--- config.mk ---
export PLATFORM = sky130hd
export DESIGN_NAME = mmio_range_router
export DESIGN_NICKNAME = d
export VERILOG_FILES = /design/src/rtl/mmio_rr_pkg.sv /design/src/rtl/mmio_rr_regs.sv /design/src/rtl/mmio_rr_cmp.sv /design/src/rtl/mmio_rr_pick.sv /design/src/rtl/mmio_range_router.sv
export SDC_FILE = /design/constraint.sdc
export NUM_CORES = 2
export LEC_CHECK = 0
export BUFFER_PORTS_ARGS = -buffer_cell sky130_fd_sc_hd__buf_4
export CORE_MARGIN = 5
export CORE_UTILIZATION = 53
export DETAILED_ROUTE_END_ITERATION = 10
export GPL_ROUTABILITY_DRIVEN = 0
export PLACE_DENSITY_LB_ADDON = 0.12
export SLEW_MARGIN = 10
export SYNTH_ARGS = -nofsm -noshare
export SYNTH_HDL_FRONTEND = slang
export SYNTH_HIERARCHICAL = 1
export SYNTH_SLANG_ARGS = --single-unit
--- constraint.sdc ---
create_clock -name clk -period 6.1 [get_ports clk]
set_input_delay 0.915 -clock clk [delete_from_list [all_inputs] [get_ports clk]]
set_output_delay 0.915 -clock clk [all_outputs]
set_load 0.03 [all_outputs]
--- src/rtl/mmio_rr_pkg.sv ---
package mmio_rr_pkg;
  localparam int unsigned SEG_W  = 24;
  localparam int unsigned NODE_W = 3;
  localparam int unsigned LINK_W = 2;
  localparam int unsigned REG_W  = 32;
  localparam logic [LINK_W-1:0] LINK_RSVD = 2'b11;

  typedef struct packed {
    logic [SEG_W-1:0] seg;
    logic             lock;
    logic             cpu_dis;
    logic             wr_en;
    logic             rd_en;
  } win_base_t;

  typedef struct packed {
    logic [SEG_W-1:0]  seg;
    logic              np;
    logic [LINK_W-1:0] link;
    logic [NODE_W-1:0] node;
  } win_limit_t;

  function automatic logic [REG_W-1:0] base_to_word(input win_base_t b);
    return {b.seg, 4'b0000, b.lock, b.cpu_dis, b.wr_en, b.rd_en};
  endfunction

  function automatic logic [REG_W-1:0] limit_to_word(input win_limit_t l);
    return {l.seg, l.np, 1'b0, l.link, 1'b0, l.node};
  endfunction

  function automatic win_base_t word_to_base(input logic [REG_W-1:0] w);
    win_base_t b;
    b.seg     = w[31:8];
    b.lock    = w[3];
    b.cpu_dis = w[2];
    b.wr_en   = w[1];
    b.rd_en   = w[0];
    return b;
  endfunction

  function automatic win_limit_t word_to_limit(input logic [REG_W-1:0] w);
    win_limit_t l;
    l.seg  = w[31:8];
    l.np   = w[7];
    l.link = w[5:4];
    l.node = w[2:0];
    return l;
  endfunction
endpackage

--- src/rtl/mmio_rr_regs.sv ---
module mmio_rr_regs
  import mmio_rr_pkg::*;
#(
  parameter int unsigned NUM_RANGES = 8,
  localparam int unsigned IDX_W = $clog2(NUM_RANGES)
) (
  input  logic                              clk,
  input  logic                              rst,
  input  logic                              wr_en,
  input  logic                              rd_en,
  input  logic [IDX_W:0]                    addr,
  input  logic [REG_W-1:0]                  wdata,
  output logic [REG_W-1:0]                  rdata,
  output win_base_t  [NUM_RANGES-1:0]       base_o,
  output win_limit_t [NUM_RANGES-1:0]       limit_o
);
  logic [IDX_W-1:0] sel_idx;
  logic             sel_limit;
  assign sel_idx   = addr[IDX_W:1];
  assign sel_limit = addr[0];

  win_base_t  [NUM_RANGES-1:0] base_q;
  win_limit_t [NUM_RANGES-1:0] limit_q;

  for (genvar i = 0; i < NUM_RANGES; i++) begin : g_win
    logic hit_me;
    assign hit_me = wr_en && (sel_idx == IDX_W'(i)) && !base_q[i].lock;

    always_ff @(posedge clk) begin
      if (rst) begin
        base_q[i]  <= '0;
        limit_q[i] <= '0;
      end else if (hit_me) begin
        if (sel_limit) limit_q[i] <= word_to_limit(wdata);
        else           base_q[i]  <= word_to_base(wdata);
      end
    end


    lock_freeze_chk: assert property (@(posedge clk) disable iff (rst)
      $past(base_q[i].lock) |-> ($stable(base_q[i]) && $stable(limit_q[i])));
  end

  always_ff @(posedge clk) begin
    if (rst) begin
      rdata <= '0;
    end else if (rd_en) begin
      if (32'(sel_idx) >= NUM_RANGES) rdata <= '0;
      else if (sel_limit)            rdata <= limit_to_word(limit_q[sel_idx]);
      else                           rdata <= base_to_word(base_q[sel_idx]);
    end
  end

  assign base_o  = base_q;
  assign limit_o = limit_q;


  base_rsvd_zero_chk: assert property (@(posedge clk) disable iff (rst)
    (rd_en && !sel_limit) |=> (rdata[7:4] == 4'b0000));

  limit_rsvd_zero_chk: assert property (@(posedge clk) disable iff (rst)
    (rd_en && sel_limit) |=> (rdata[3] == 1'b0 && rdata[6] == 1'b0));
endmodule

--- src/rtl/mmio_rr_cmp.sv ---
module mmio_rr_cmp
  import mmio_rr_pkg::*;
(
  input  win_base_t        base_i,
  input  win_limit_t       limit_i,
  input  logic [SEG_W-1:0] seg_i,
  input  logic             write_i,
  input  logic             cpu_i,
  output logic             hit_o
);
  logic above_base, below_limit, access_ok, source_ok, link_ok;

  always_comb begin
    above_base  = seg_i >= base_i.seg;
    below_limit = seg_i <= limit_i.seg;
    access_ok   = write_i ? base_i.wr_en : base_i.rd_en;
    source_ok   = !(cpu_i && base_i.cpu_dis);
    link_ok     = limit_i.link != LINK_RSVD;
    hit_o       = above_base && below_limit && access_ok && source_ok && link_ok;
  end
endmodule

--- src/rtl/mmio_rr_pick.sv ---
module mmio_rr_pick #(
  parameter int unsigned N = 8,
  localparam int unsigned IDX_W = $clog2(N)
) (
  input  logic [N-1:0]     hits_i,
  output logic             any_o,
  output logic [IDX_W-1:0] idx_o
);
  always_comb begin
    any_o = 1'b0;
    idx_o = '0;
    for (int k = N - 1; k >= 0; k--) begin
      if (hits_i[k]) begin
        any_o = 1'b1;
        idx_o = IDX_W'(k);
      end
    end
  end
endmodule

--- src/rtl/mmio_range_router.sv ---
module mmio_range_router
  import mmio_rr_pkg::*;
#(
  parameter int unsigned NUM_RANGES = 8,
  parameter int unsigned PA_W       = 40,
  parameter int unsigned GRAN_W     = 16,
  localparam int unsigned IDX_W     = $clog2(NUM_RANGES),
  localparam int unsigned CFG_AW    = IDX_W + 1
) (
  input  logic              clk,
  input  logic              rst,
  input  logic              cfg_wr,
  input  logic              cfg_rd,
  input  logic [CFG_AW-1:0] cfg_addr,
  input  logic [31:0]       cfg_wdata,
  output logic [31:0]       cfg_rdata,
  input  logic              req_valid,
  input  logic [PA_W-1:0]   req_addr,
  input  logic              req_write,
  input  logic              req_cpu,
  output logic              rsp_valid,
  output logic              rsp_hit,
  output logic [2:0]        rsp_node,
  output logic [1:0]        rsp_link,
  output logic              rsp_nonposted
);
  win_base_t  [NUM_RANGES-1:0] win_base;
  win_limit_t [NUM_RANGES-1:0] win_limit;
  logic [NUM_RANGES-1:0]       hit_vec;
  logic                        hit_any;
  logic [IDX_W-1:0]            pick;
  logic [SEG_W-1:0]            req_seg;

  assign req_seg = SEG_W'(req_addr[PA_W-1:GRAN_W]);

  mmio_rr_regs #(.NUM_RANGES(NUM_RANGES)) u_regs (
    .clk     (clk),
    .rst     (rst),
    .wr_en   (cfg_wr),
    .rd_en   (cfg_rd),
    .addr    (cfg_addr),
    .wdata   (cfg_wdata),
    .rdata   (cfg_rdata),
    .base_o  (win_base),
    .limit_o (win_limit)
  );

  for (genvar i = 0; i < NUM_RANGES; i++) begin : g_cmp
    mmio_rr_cmp u_cmp (
      .base_i  (win_base[i]),
      .limit_i (win_limit[i]),
      .seg_i   (req_seg),
      .write_i (req_write),
      .cpu_i   (req_cpu),
      .hit_o   (hit_vec[i])
    );


    cpu_hidden_chk: assert property (@(posedge clk) disable iff (rst)
      (req_cpu && win_base[i].cpu_dis) |-> !hit_vec[i]);
  end

  mmio_rr_pick #(.N(NUM_RANGES)) u_pick (
    .hits_i (hit_vec),
    .any_o  (hit_any),
    .idx_o  (pick)
  );

  always_ff @(posedge clk) begin
    if (rst) begin
      rsp_valid     <= 1'b0;
      rsp_hit       <= 1'b0;
      rsp_node      <= '0;
      rsp_link      <= '0;
      rsp_nonposted <= 1'b0;
    end else begin
      rsp_valid <= req_valid;
      if (req_valid && hit_any) begin
        rsp_hit       <= 1'b1;
        rsp_node      <= win_limit[pick].node;
        rsp_link      <= win_limit[pick].link;
        rsp_nonposted <= req_write && req_cpu && win_limit[pick].np;
      end else begin
        rsp_hit       <= 1'b0;
        rsp_node      <= '0;
        rsp_link      <= '0;
        rsp_nonposted <= 1'b0;
      end
    end
  end

  logic [NUM_RANGES-1:0] below_pick;
  assign below_pick = (NUM_RANGES'(1) << pick) - NUM_RANGES'(1);


  lowest_wins_chk: assert property (@(posedge clk) disable iff (rst)
    hit_any |-> (hit_vec[pick] && ((hit_vec & below_pick) == '0)));

  rsp_follows_req_chk: assert property (@(posedge clk) disable iff (rst)
    req_valid |=> rsp_valid);

  idle_quiet_chk: assert property (@(posedge clk) disable iff (rst)
    !req_valid |=> (!rsp_valid && !rsp_hit));

  miss_zero_chk: assert property (@(posedge clk) disable iff (rst)
    (rsp_valid && !rsp_hit) |-> (rsp_node == '0 && rsp_link == '0 && !rsp_nonposted));

  np_cpu_write_chk: assert property (@(posedge clk) disable iff (rst)
    rsp_nonposted |-> (rsp_hit && $past(req_write) && $past(req_cpu)));

  no_rsvd_link_chk: assert property (@(posedge clk) disable iff (rst)
    rsp_hit |-> (rsp_link != LINK_RSVD));
endmodule

==> out/results.ini <==
[sta]
setup_tns_ns = 0
skew_ns = 0.0173
relSlewSlack_pct = 16.9
grt_setup_unrepaired = no
slew_viol_final = 0
setup_violations = 0
min_period_ns = 4.71
tightest_slew_ns = 1.25
hold_viol = 0
layout_setup_ws_ns = 1.39
fmax_ghz = 0.212
period_share_pct = 77.2

[cts]
ctsHtreeMaxLevel = 2
hold_buffers = 0
cts_tree = built
clockBufferDepth = 3
clk_latency_ns = 0.63
cts_root_buf = clkbuf_16
post-cts-setup-buffer-count = 0
clkSinkCount = 503
clk_pin_slew_worst_paths_ns = 0.06
numCtsBuffers = 57
cts_resized = 0

[global_routing]
grt_max_degree = 172
grtUsageMet1_pct = 48.1
use_met3_pct = 7.81
overflow = 0
grt-busiest-layer = met2
antenna_found_initial = 3
grt_pass1_wl_um = 168000
grt_pass1_vias = 26300
use_met2_pct = 50.9
track_usage_pct = 34.3

[die]
initial_utilization_pct = 53.3
fp.coreArea_mm2 = 0.0587
die_h_um = 253
die_x_um = 253
rows = 89
die_area_mm2 = 0.0640
io_pins = 123

[routing]
antenna_left = 0
drcViolationCount = 0
dr.pass1.iters = 6
drt_wl_total_um = 114000
wl_per_cell_um = 24.3
num_vias = 28600
dr.first_iter.drc_count = 3058
vias_per_cell = 6.08

[critical_path]
worstPathRequired_ns = 6.61
cp_top_family = simple AND/OR/NAND/NOR gates
crit_chain = buf_4 > ha_1 > nand4_1 > nor3_1 > o311ai_0 > nand3_1 > nand3_1 > a22oi_1 > a21oi_1 > o41ai_1 > nor2b_1 > a22oi_1 > and3_1
cpPeakStageDelay_ns = 0.73
critPathBufInv = 1
start_kind = input port
worstSetupPathType = in -> reg
critPathSlowestCell = o41ai_1
cp-end-kind = register
arrival_ns = 5.22
crit_fanout = 16

[power_and_ir_drop]
power.total_mw = 8.13
p_int_mw = 5.93
p_leak_nw = 12.3
power_density_mw_per_mm2 = 237
irDropWorstVdd_mv = 0.225
swShare_pct = 27.1
p_seq_share_pct = 41.4
comb_power_share_pct = 12.3
clkPwrFrac_pct = 46.3
p_sw_mw = 2.20

[synthesis]
ys_types = 52
synth_simple_gate_area_share_pct = 17.6
synth-compound-area-share_pct = 16.4
synthesis.area_mm2 = 0.0313
muxShareOfSynthArea_pct = 9.79
synth.avg_cell_area_um2 = 7.97
syn-instance-count = 3924
synth_top_family_by_area = simple AND/OR/NAND/NOR gates
synthTopCellsByArea = dfxtp_1, ha_1, nand2_1, a21oi_1, mux2i_1
synthXorXnorAreaFrac_pct = 0
yosysTopAreaCellShare_pct = 32.2
synth-seq-cells = 503
synth_nets = 4391
yosysSeqAreaShare_pct = 32.2
yosys_warnings = 6
yosysTopAreaCell = dfxtp_1
synthAdderAreaFrac_pct = 15.4

[cells_and_area]
final_common_cell = nand2_1
final_nets = 4343
layout_common_cells = nand2_1, a21oi_1, dfxtp_1
syn_to_final_growth_pct = 9.72
drive_gt1_share_pct = 9.10
stdcell_count = 4701
utilization_pct = 58.5

[place]
place_ws_ns = 0.824
io_buffers = 104
dp_cells = 4590
dp_hpwl_um = 76800

[worst_hold_path]
worst_hold_path_type = reg -> reg

[outcome]
outcome = finished, final reports clean

[flow_run]
maxCapViolCount = 0

layer usage:
| layer | vias to the layer above | wire length [um] |
|---|---|---|
| li1 | 13400 | - |
| met1 | 13500 | 47900 |
| met5 | - | 13 |
| met2 | 1465 | 48600 |
| met3 | 258 | 12400 |
| met4 | 2 | 5420 |
worst min-delay path, cell delays in order, from the launching register on:
cell     delay [ns]
dfxtp_1        0.32
nand2_1        0.05
a21oi_1        0.05
sequential cells by signal, summed over array words and instances (netlist names):
| name | flops |
|---|---|
| rsp_hit | 1 |
| u_regs/limit_o | 240 |
| u_regs/rdata | 31 |
| rsp_link | 2 |
| rsp_node | 3 |
| u_regs/base_o | 224 |
| rsp_nonposted | 1 |
| rsp_valid | 1 |
final cells by class:
type / count / area [um^2]
Tap cell: 773 / 967
Timing Repair Buffer: 150 / 1190
Clock buffer: 78 / 1690
Multi-Input combinational cell: 2786 / 18600
Antenna cell: 5 / 12.5
Fill cell: 5431 / 24400
Sequential cell: 503 / 10100
Inverter: 378 / 1420
Clock inverter: 28 / 360
final timing paths:
path / from / endpoint / slack (ns) / cells after the start
worst max-delay path: req_addr[31] / rsp_node[1] / 1.39 / 13
worst min-delay path: u_regs/base_o[163] / u_regs/base_o[163] / 0.47 / 2
worst max register to register: u_regs/base_o[214] / rsp_node[1] / 1.48 / 13
worst min register to register: u_regs/base_o[163] / u_regs/base_o[163] / 0.47 / 2
power by group through the flow:
stage	logic, mW	registers [mW]	clock network (mW)
detailed placement	0.970	3.44	0
CTS	0.976	3.37	3.78
global placement	0.961	3.44	0
global route	1.08	3.37	3.93
finish	1.00	3.37	3.76
floorplan	0.601	3.44	0
Yosys cell counts, drive strengths merged:
library cell,count
o311ai,8
a22oi,73
o311a,1
nor4,11
clkbuf,133
nor3b,9
and3,12
a221oi,24
o41ai,1
a221o,8
nand4,64
nor3,14
mux2i,171
nand3,60
or3b,1
a21oi,593
nor2b,19
o21bai,1
nand2,997
or3,8
o211ai,24
o21ai,71
nor4b,1
dfxtp,503
nand2b,14
ha,384
mux4,60
o31ai,1
buf,124
a32oi,27
a211oi,11
nor2,50
nand3b,3
conb,1
inv,378
and2,15
a21o,48
and3b,1
kinds of logic after synthesis:
| group | Yosys count |
|---|---|
| and+or+nand+nor | 1279 |
| DFF | 503 |
| other | 1 |
| buffers and inverters | 635 |
| muxes | 231 |
| AOI/OAI and AO/OA | 891 |
| adders and majority gates | 384 |
through the flow:
| step | hold WS [ns] | area (um^2) |
|---|---|---|
| 4_1_cts | 0.467 | 34300 |
| 6_report | 0.468 | 34300 |
| 5_1_grt | 0.483 | 34300 |
| 3_5_place_dp | 0.459 | 32200 |
| 3_3_place_gp | 0.450 | 32200 |
| 2_1_floorplan | 0.437 | 31300 |
(Power assumes the default switching activity.)
